[src/rtl/br_pkg.sv]
package br_pkg;

  typedef enum logic [1:0] {
    BR_IDLE     = 2'd0,
    BR_JUMP     = 2'd1,
    BR_COND_IMM = 2'd2,
    BR_COND_REG = 2'd3
  } br_op_e;

  localparam int OPTW = 5;

  // option bit positions
  localparam int OPT_SKIP_COND  = 4;
  localparam int OPT_COND_SENSE = 3;
  localparam int OPT_NO_COUNT   = 2;
  localparam int OPT_ZERO_SENSE = 1;

  localparam int GRPW = 4;

endpackage

[src/rtl/br_cond_eval.sv]
module br_cond_eval
  import br_pkg::*;
#(
  parameter int XLEN = 64,
  parameter int CRW  = 32
) (
  input  logic [OPTW-1:0]          opt,
  input  logic [$clog2(CRW)-1:0]   bit_idx,
  input  logic [CRW-1:0]           cond_reg,
  input  logic [XLEN-1:0]          count_in,
  output logic                     cond_pass,
  output logic                     count_pass,
  output logic                     cnt_write,
  output logic [XLEN-1:0]          cnt_dec,
  output logic [GRPW-1:0]          field
);

  localparam int IW  = $clog2(CRW);
  localparam int NG  = CRW / GRPW;
  localparam int GW  = IW - $clog2(GRPW);

  logic [CRW-1:0]  bit_by_idx;
  logic [GRPW-1:0] grp [NG];
  logic            sel_bit;
  logic            cnt_nonzero;

  // index 0 names the most significant bit
  for (genvar i = 0; i < CRW; i++) begin : g_bits
    assign bit_by_idx[i] = cond_reg[CRW-1-i];
  end

  for (genvar g = 0; g < NG; g++) begin : g_grps
    assign grp[g] = cond_reg[CRW-1-GRPW*g -: GRPW];
  end

  logic [GW-1:0] grp_sel;
  assign grp_sel = bit_idx[IW-1 -: GW];

  assign sel_bit     = bit_by_idx[bit_idx];
  assign field       = grp[grp_sel];
  assign cnt_nonzero = |count_in;

  always_comb begin
    cond_pass  = opt[OPT_SKIP_COND] | (sel_bit == opt[OPT_COND_SENSE]);
    count_pass = opt[OPT_NO_COUNT] | (cnt_nonzero ^ opt[OPT_ZERO_SENSE]);
    cnt_write  = ~opt[OPT_NO_COUNT];
    cnt_dec    = count_in - XLEN'(1);
  end

endmodule

[src/rtl/br_target_gen.sv]
module br_target_gen
  import br_pkg::*;
#(
  parameter int XLEN = 64,
  parameter int LDW  = 24,
  parameter int SDW  = 14
) (
  input  br_op_e            op,
  input  logic              abs_sel,
  input  logic [LDW-1:0]    disp_long,
  input  logic [SDW-1:0]    disp_short,
  input  logic [XLEN-1:0]   cur_addr,
  input  logic [XLEN-1:0]   ind_target,
  output logic [XLEN-1:0]   target,
  output logic [XLEN-1:0]   ret_addr
);

  localparam int LPAD = XLEN - LDW - 2;
  localparam int SPAD = XLEN - SDW - 2;

  logic [XLEN-1:0] imm_long;
  logic [XLEN-1:0] imm_short;
  logic [XLEN-1:0] imm;
  logic [XLEN-1:0] rel;

  assign imm_long  = {{LPAD{disp_long[LDW-1]}}, disp_long, 2'b00};
  assign imm_short = {{SPAD{disp_short[SDW-1]}}, disp_short, 2'b00};

  always_comb begin
    imm      = (op == BR_JUMP) ? imm_long : imm_short;
    rel      = cur_addr + imm;
    ret_addr = cur_addr + XLEN'(4);
    if (op == BR_COND_REG) begin
      target = ind_target;
    end else if (abs_sel) begin
      target = imm;
    end else begin
      target = rel;
    end
  end

endmodule

[src/rtl/br_resolve_unit.sv]
module br_resolve_unit
  import br_pkg::*;
#(
  parameter int XLEN = 64,
  parameter int CRW  = 32,
  parameter int LDW  = 24,
  parameter int SDW  = 14
) (
  input  logic                   clk,
  input  logic                   rst,
  input  logic [1:0]             op,
  input  logic [4:0]             opt,
  input  logic [$clog2(CRW)-1:0] bit_idx,
  input  logic                   abs_sel,
  input  logic                   link_bit,
  input  logic                   link_en,
  input  logic [LDW-1:0]         disp_long,
  input  logic [SDW-1:0]         disp_short,
  input  logic [XLEN-1:0]        cur_addr,
  input  logic [XLEN-1:0]        count_in,
  input  logic [XLEN-1:0]        ind_target,
  input  logic [CRW-1:0]         cond_reg,
  output logic                   next_valid,
  output logic [XLEN-1:0]        next_addr,
  output logic                   link_valid,
  output logic [XLEN-1:0]        link_addr,
  output logic                   count_valid,
  output logic [XLEN-1:0]        count_out,
  output logic [3:0]             cond_field
);

  br_op_e          op_e;
  logic            cond_pass;
  logic            count_pass;
  logic            cnt_write;
  logic [XLEN-1:0] cnt_dec;
  logic [3:0]      field;
  logic [XLEN-1:0] target;
  logic [XLEN-1:0] ret_addr;
  logic            is_cond;
  logic            taken;

  assign op_e = br_op_e'(op);

  br_cond_eval #(.XLEN(XLEN), .CRW(CRW)) u_cond (
    .opt        (opt),
    .bit_idx    (bit_idx),
    .cond_reg   (cond_reg),
    .count_in   (count_in),
    .cond_pass  (cond_pass),
    .count_pass (count_pass),
    .cnt_write  (cnt_write),
    .cnt_dec    (cnt_dec),
    .field      (field)
  );

  br_target_gen #(.XLEN(XLEN), .LDW(LDW), .SDW(SDW)) u_tgt (
    .op         (op_e),
    .abs_sel    (abs_sel),
    .disp_long  (disp_long),
    .disp_short (disp_short),
    .cur_addr   (cur_addr),
    .ind_target (ind_target),
    .target     (target),
    .ret_addr   (ret_addr)
  );

  always_comb begin
    is_cond = 1'b0;
    taken   = 1'b0;
    unique case (op_e)
      BR_JUMP:     taken = 1'b1;
      BR_COND_IMM,
      BR_COND_REG: begin
        is_cond = 1'b1;
        taken   = cond_pass & count_pass;
      end
      default:     taken = 1'b0;
    endcase
  end

  always_ff @(posedge clk) begin
    if (rst) begin
      next_valid  <= 1'b0;
      next_addr   <= '0;
      link_valid  <= 1'b0;
      link_addr   <= '0;
      count_valid <= 1'b0;
      count_out   <= '0;
      cond_field  <= '0;
    end else begin
      next_valid  <= taken;
      next_addr   <= target;
      link_valid  <= taken & link_bit & link_en;
      link_addr   <= ret_addr;
      count_valid <= is_cond & cnt_write;
      count_out   <= cnt_dec;
      cond_field  <= field;
    end
  end

endmodule

[config.mk]
export PLATFORM = sky130hd
export DESIGN_NAME = br_resolve_unit
export DESIGN_NICKNAME = d
export VERILOG_FILES = /design/src/rtl/br_pkg.sv /design/src/rtl/br_cond_eval.sv /design/src/rtl/br_target_gen.sv /design/src/rtl/br_resolve_unit.sv
export SDC_FILE = /design/constraint.sdc
export NUM_CORES = 1
export LEC_CHECK = 0
export ABC_AREA = 1
export CORE_ASPECT_RATIO = 0.6
export CORE_MARGIN = 2
export CORE_UTILIZATION = 40
export DETAILED_ROUTE_END_ITERATION = 6
export DONT_BUFFER_PORTS = 1
export PLACE_DENSITY = 0.64
export SLEW_MARGIN = 20
export SYNTH_ARGS = -nofsm -noshare
export SYNTH_HDL_FRONTEND = slang
export SYNTH_HIERARCHICAL = 1
export SYNTH_SLANG_ARGS = --single-unit
[constraint.sdc]
create_clock -name clk -period 3.5 [get_ports clk]
set_clock_uncertainty 0.2 [all_clocks]
set_input_delay 0.35 -clock clk [delete_from_list [all_inputs] [get_ports clk]]
set_output_delay 0.35 -clock clk [all_outputs]
set_load 0.005 [all_outputs]
==> results of run 1 <==
[power by group]
part	internal [W]	switching (W)	total, W
Sequential	0.00243	0.000105	0.00253
Clock	0.00101	0.00118	0.00219
Combinational	0.00101	0.00151	0.00252
[metrics by stage]
stage	setup slack (ns)	TNS, ns	instances
after floorplan	0.194	0	2868
after global placement	-0.0922	-0.138	3423
after detailed placement	-0.101	-0.153	3423
after global routing	-0.0155	-0.0279	3690
final	0.0246	0	3691
after CTS	0.0211	0	3670
[registers in the layout, indices dropped and copies added, names as in the netlist]
| signal | flops |
|---|---|
| next_valid | 1 |
| link_valid | 1 |
| cond_field | 4 |
| count_out | 64 |
| count_valid | 1 |
| next_addr | 64 |
| link_addr | 64 |
[cells by family after synthesis]
family / count (synthesis)
fa+ha+maj: 71
buf+inv: 656
mux: 12
xor+xnor: 130
simple gates: 1592
flops: 199
compound gates: 208
[cell type report]
type	count	area, µm²
diodes	1	2.50
clock buffers	17	425
clock inverters	15	220
fillers	4135	19500
inverters	598	2250
multi-input cells	2013	10600
flip-flops and latches	199	3980
well taps	531	664
repair buffers	317	3030
[tightest hold or removal path, cell delays in order]
cell	delay, ns
inv_1	0.12
xor2_1	0.10
inv_1	0.05
nor2_1	0.03
[synthesized netlist by cell type (10+ instances only)]
library cell | n | area (µm²)
nor2_4 | 11 | 124
o21ai_0 | 74 | 370
inv_1 | 595 | 2230
nand3_1 | 156 | 781
nor2_1 | 517 | 1940
clkbuf_1 | 27 | 101
ha_1 | 70 | 876
nor4_1 | 10 | 62.6
buf_2 | 13 | 65.1
nand4_1 | 33 | 206
a21oi_1 | 121 | 606
nor3_1 | 39 | 195
buf_6 | 14 | 158
nand2_1 | 766 | 2880
mux2_2 | 12 | 135
xor2_1 | 88 | 771
dfxtp_1 | 199 | 3980
xnor2_1 | 42 | 368
[placed cells by master, fill, tap and decap left out, drive strengths merged, types with 74 or more instances in the layout]
master / netlist / final
a21oi: 121 / 121
buf: 31 / 99
dfxtp: 199 / 199
dlygate4sd3: 0 / 215
inv: 596 / 605
nand2: 775 / 775
nand3: 160 / 160
nor2: 534 / 534
o21ai: 74 / 74
xor2: 88 / 88
[per-layer routing]
layer	vias up	global-route usage (%)	part of all wire (%)
met5	-	0	0
met4	0	8.63	2.2
met3	123	8.52	13
met2	1126	42.0	39
met1	8680	47.8	46
li1	9191	-	-
[final timing paths]
path / startpoint / end / slack [ns]
min: cur_addr[27] / link_addr[27] / 0.01
max: op[1] / next_addr[56] / 0.02
[timing repair]
action,in CTS,in global routing
endpoints found under the setup margin,0,7
hold buffers,215,2
buffers inserted,0,14
endpoints found under the hold margin,199,1
resized for setup,0,129
==> impl_metrics.env, run 1 <==
export IMPL_pin_count=478
export IMPL_worst_path_max_fanout=8
export IMPL_postRouteAntennaNets=0
export IMPL_initial_core_util_pct=40.8
export IMPL_grt_pass1_vias=17375
export IMPL_synth_edf_count=0
export IMPL_fin_crit_sh_pct=99.3
export IMPL_nets=3496
export IMPL_finalHoldViolCount=0
export IMPL_port_buffers=0
export IMPL_cts_buffer_depth=2
export IMPL_synth_top_family_by_area="simple AND/OR/NAND/NOR gates"
export IMPL_drtIter0Drc=2324
export IMPL_start_kind="input port"
export IMPL_async_flop_share_pct=0
export IMPL_tightestPinTransition_ns=0.799
export IMPL_cp_data_arrival_time_ns=3.68
export IMPL_yosysWarningCount=6
export IMPL_place_gp_congestion=0.983
export IMPL_grt_max_degree=170
export IMPL_peakVddDrop_v=0.000257
export IMPL_fp_coreArea_um2=40700
export IMPL_ys_flop_type="dfxtp_1"
export IMPL_cp_slowest_cell="dlygate4sd3_1"
export IMPL_max_cap_viol_count=0
export IMPL_antenna_found_initial=2
export IMPL_synthXorXnorAreaFrac_pct=6.87
export IMPL_die_h_um=162
export IMPL_critPathRequiredTime_ns=3.71
export IMPL_dieArea_um2=43100
export IMPL_grt_pass1_wl_mm=103
export IMPL_fin_crit_ns=3.48
export IMPL_synth_compound_area_share_pct=6.42
export IMPL_vias=19120
export IMPL_drt_pass1_iterations=7
export IMPL_synth_seq_area_share_pct=24.0
export IMPL_vias_per_cell=5.18
export IMPL_end_kind="flop"
export IMPL_drc=0
export IMPL_row_count=57
export IMPL_drive_gt1_share_pct=9.43
export IMPL_crit_path_max_incr_delay_ns=0.56
export IMPL_postSynthCellCount=2868
export IMPL_synth_nets=3218
export IMPL_worst_path_buf_inv=7
export IMPL_path_clk_slew_ns=0.09
export IMPL_setup_viol=0
export IMPL_syn_to_final_growth_pct=27.6
export IMPL_synth_mux_area_share_pct=0.816
export IMPL_drt_wl_total_mm=70.6
export IMPL_finalInstanceArea_um2=21100
export IMPL_crit_type="input port to flop"
export IMPL_place_area_um2=17500
export IMPL_fp_dieW_um=267
export IMPL_h_tree_depth=4
export IMPL_total_power_w=0.00724
export IMPL_leakage_nw=11.2
export IMPL_mappedNetlistArea_um2=16600
export IMPL_slew_viol_final=0
export IMPL_wl_per_cell_um=19.1
export IMPL_synth_distinct_cells=44
export IMPL_yosys_area_share_simple_pct=40.8
export IMPL_cts_tree="yes"
export IMPL_grt_overflow_total=0
export IMPL_synth_fa_ha_area_share_pct=5.41
export IMPL_crit_top_cell="nand2_1"
export IMPL_synth_seq_cells=199
export IMPL_clock_tree_root_cell="clkbuf_16"
export IMPL_crit_chain="inv_1 > nand2_4 > nand2_1 > o21ai_1 > buf_4 > clkinvlp_4 > clkbuf_16 > ha_2 > nand2_2 > nor2_4 > buf_4 > nand2_1 > nor3_2 > nand2_1 > nand3_1 > nand3_1 > a21oi_2 > inv_1 > nor2_1 > dlygate4sd3_1"
export IMPL_cellPowerDensity_nw_per_um2=343
export IMPL_max_freq_mhz=288
export IMPL_numCtsBuffers=17
export IMPL_critical_path_top_delay_family="buffers and inverters"
export IMPL_min_delay_path_class="input port to flop"
export IMPL_cts_sinks=199
export IMPL_cp_depth=20
export IMPL_postLayoutCoreUtil_pct=52.0
export IMPL_avgSynthCellArea_um2=5.78
export IMPL_grt_usage_pct=31.3
export IMPL_max_slew_margin_pct=46.6
export IMPL_whs_path_depth=4
export IMPL_fin_hold_ws_ns=0.0148
export IMPL_dp_hpwl_mm=53.3
export IMPL_run_status="complete, no violations"
Power figures use the tool's default switching activity.
==> run 2, diff against run 1 <==
CORE_ASPECT_RATIO = not set   (was 0.6)
==> impl_metrics.env, run 2 (synthesis gave the netlist of run 1 again) <==
export IMPL_max_cap_viol_count=0
export IMPL_total_power_w=0.00693
export IMPL_pin_count=478
export IMPL_place_gp_congestion=0.994
export IMPL_slew_viol_final=0
export IMPL_postRouteAntennaNets=0
export IMPL_p_clk_share_pct=29.8
export IMPL_power_frac_comb_pct=33.5
export IMPL_finalNonFillerCells=3720
export IMPL_tightestPinTransition_ns=0.828
export IMPL_wl_per_cell_um=18.8
export IMPL_start_kind="input port"
export IMPL_layout_common_cells="nand2_1 (763), inv_1 (595), nor2_1 (516), dlygate4sd3_1 (209), dfxtp_1 (199)"
export IMPL_cts_setup_buffers=0
export IMPL_place_area_um2=17900
export IMPL_cts_sinks=199
export IMPL_dieArea_um2=43100
export IMPL_finalHoldViolCount=0
export IMPL_row_count=74
export IMPL_setup_viol=0
export IMPL_cellPowerDensity_nw_per_um2=335
export IMPL_clock_tree_root_cell="clkbuf_16"
export IMPL_rsz0062_at_grt="false"
export IMPL_vias=18770
export IMPL_cp_data_arrival_time_ns=3.50
export IMPL_grt_pass1_vias=17565
export IMPL_drt_pass1_iterations=6
export IMPL_net_switching_power_w=0.00250
export IMPL_path_clk_slew_ns=0.08
export IMPL_worst_path_max_fanout=3
export IMPL_fp_coreArea_um2=40800
export IMPL_cts_tree="yes"
export IMPL_port_buffers=0
export IMPL_h_tree_depth=4
export IMPL_vias_per_cell=5.05
export IMPL_grt_usage_pct=31.7
export IMPL_end_kind="flop"
export IMPL_power_frac_seq_pct=36.7
export IMPL_internal_power_w=0.00443
export IMPL_grt_max_degree=172
export IMPL_finalInstanceArea_um2=20700
export IMPL_reg_top3="count_out (64), link_addr (64), next_addr (64)"
export IMPL_grt_pass1_wl_mm=105
export IMPL_crit_chain="dlygate4sd3_1 > ha_1 > nand3_1 > nor2_2 > nand3_2 > nor4_4 > nand3_1 > nor2_1 > nand2_1 > xor2_1 > dlygate4sd3_1 > inv_1 > nor2_1"
export IMPL_grt_overflow_total=0
export IMPL_cts_buffer_depth=2
export IMPL_initial_core_util_pct=40.6
export IMPL_crit_type="input port to flop"
export IMPL_nFillCells=4307
export IMPL_max_slew_margin_pct=44.4
export IMPL_peakVddDrop_v=0.000255
export IMPL_final_common_cell="nand2_1"
export IMPL_antenna_found_initial=0
export IMPL_max_freq_mhz=300
export IMPL_worst_path_buf_inv=3
export IMPL_drc=0
export IMPL_die_h_um=208
export IMPL_sw_frac_of_total_pct=36.1
export IMPL_drt_wl_total_mm=70.0
export IMPL_placedCellCount=3477
export IMPL_min_delay_path_class="input port to flop"
export IMPL_setup_slack_ns=0.167
export IMPL_drive_gt1_share_pct=7.50
export IMPL_cp_slowest_cell="dlygate4sd3_1"
export IMPL_run_status="complete, no violations"
export IMPL_syn_to_final_growth_pct=24.8
export IMPL_critPathRequiredTime_ns=3.67
export IMPL_fin_crit_ns=3.33
export IMPL_leakage_nw=11.3
export IMPL_fp_dieW_um=208
export IMPL_fin_crit_sh_pct=95.2
export IMPL_crit_path_max_incr_delay_ns=0.65
export IMPL_numCtsBuffers=17
export IMPL_nets=3525
export IMPL_critical_path_top_delay_family="simple AND/OR/NAND/NOR gates"
export IMPL_antenna_cells=0
export IMPL_fin_tns_setup_ns=0
export IMPL_pre_cts_ws_ns=-0.0738
export IMPL_drtIter0Drc=1593
export IMPL_dp_hpwl_mm=54.3
-- run 2: cell types whose count changed in the layout (fill, tap and decap cells not counted), moves of 12 or more --
cell / change
nand2_1: +18
ha_1: +34
nor2_2: -12
a21oi_2: -13
nand2_2: -16
nor2_1: +19
ha_4: -27
a21oi_1: +13
buf_4: +39
-- run 2: final cells by class --
type	instances	area, µm²	area share (%)
multi-input combinational	2013	10000	48.4
sequential	199	3980	19.3
timing repair buffer	346	3190	15.4
inverter	598	2240	10.9
tap	532	666	3.22
clock buffer	19	443	2.14
clock inverter	13	150	0.726
-- run 2: path summary, 6_finish.rpt --
path | start | endpoint | slack (ns) | cells after the start
setup / recovery | cur_addr[2] | link_addr[54] | 0.17 | 13
hold / removal | cur_addr[62] | link_addr[63] | 0.05 | 5
-- run 2: power groups by stage --
stage | Combinational (W) | Sequential [W] | Clock, W
after global placement | 0.00198 | 0.00260 | 0
final | 0.00232 | 0.00254 | 0.00207
after CTS | 0.00229 | 0.00255 | 0.00212
after global routing | 0.00259 | 0.00255 | 0.00219
after floorplan | 0.00138 | 0.00254 | 0
after detailed placement | 0.00201 | 0.00260 | 0
-- run 2: timing repair --
item | in CTS | in global routing
gates resized for setup | 0 | 4
setup endpoints to repair | 0 | 1
hold buffers | 211 | 0
hold endpoints to repair | 199 | 0
-- run 2: metrics by stage --
| stage | utilization [%] | hold WS [ns] |
|---|---|---|
| after floorplan | - | 0.264 |
| after global placement | 43.9 | 0.235 |
| after detailed placement | 43.9 | 0.236 |
| after CTS | 50.6 | 0.00219 |
| after global routing | 50.7 | 0.0274 |
| final | 50.7 | 0.0454 |
-- run 2: worst min-delay path, stage by stage --
cell and delay [ns]:
nand4_1 0.08, nor3_2 0.05, xor2_1 0.13, inv_1 0.05
nor2_1 0.03
-- run 2: routing by layer --
layer	vias up	track usage, %	share of wire [%]
li1	9268	-	-
met1	8502	39.9	42
met2	858	51.4	45
met3	142	8.18	8.8
met4	0	13.2	4.0
met5	-	0	0
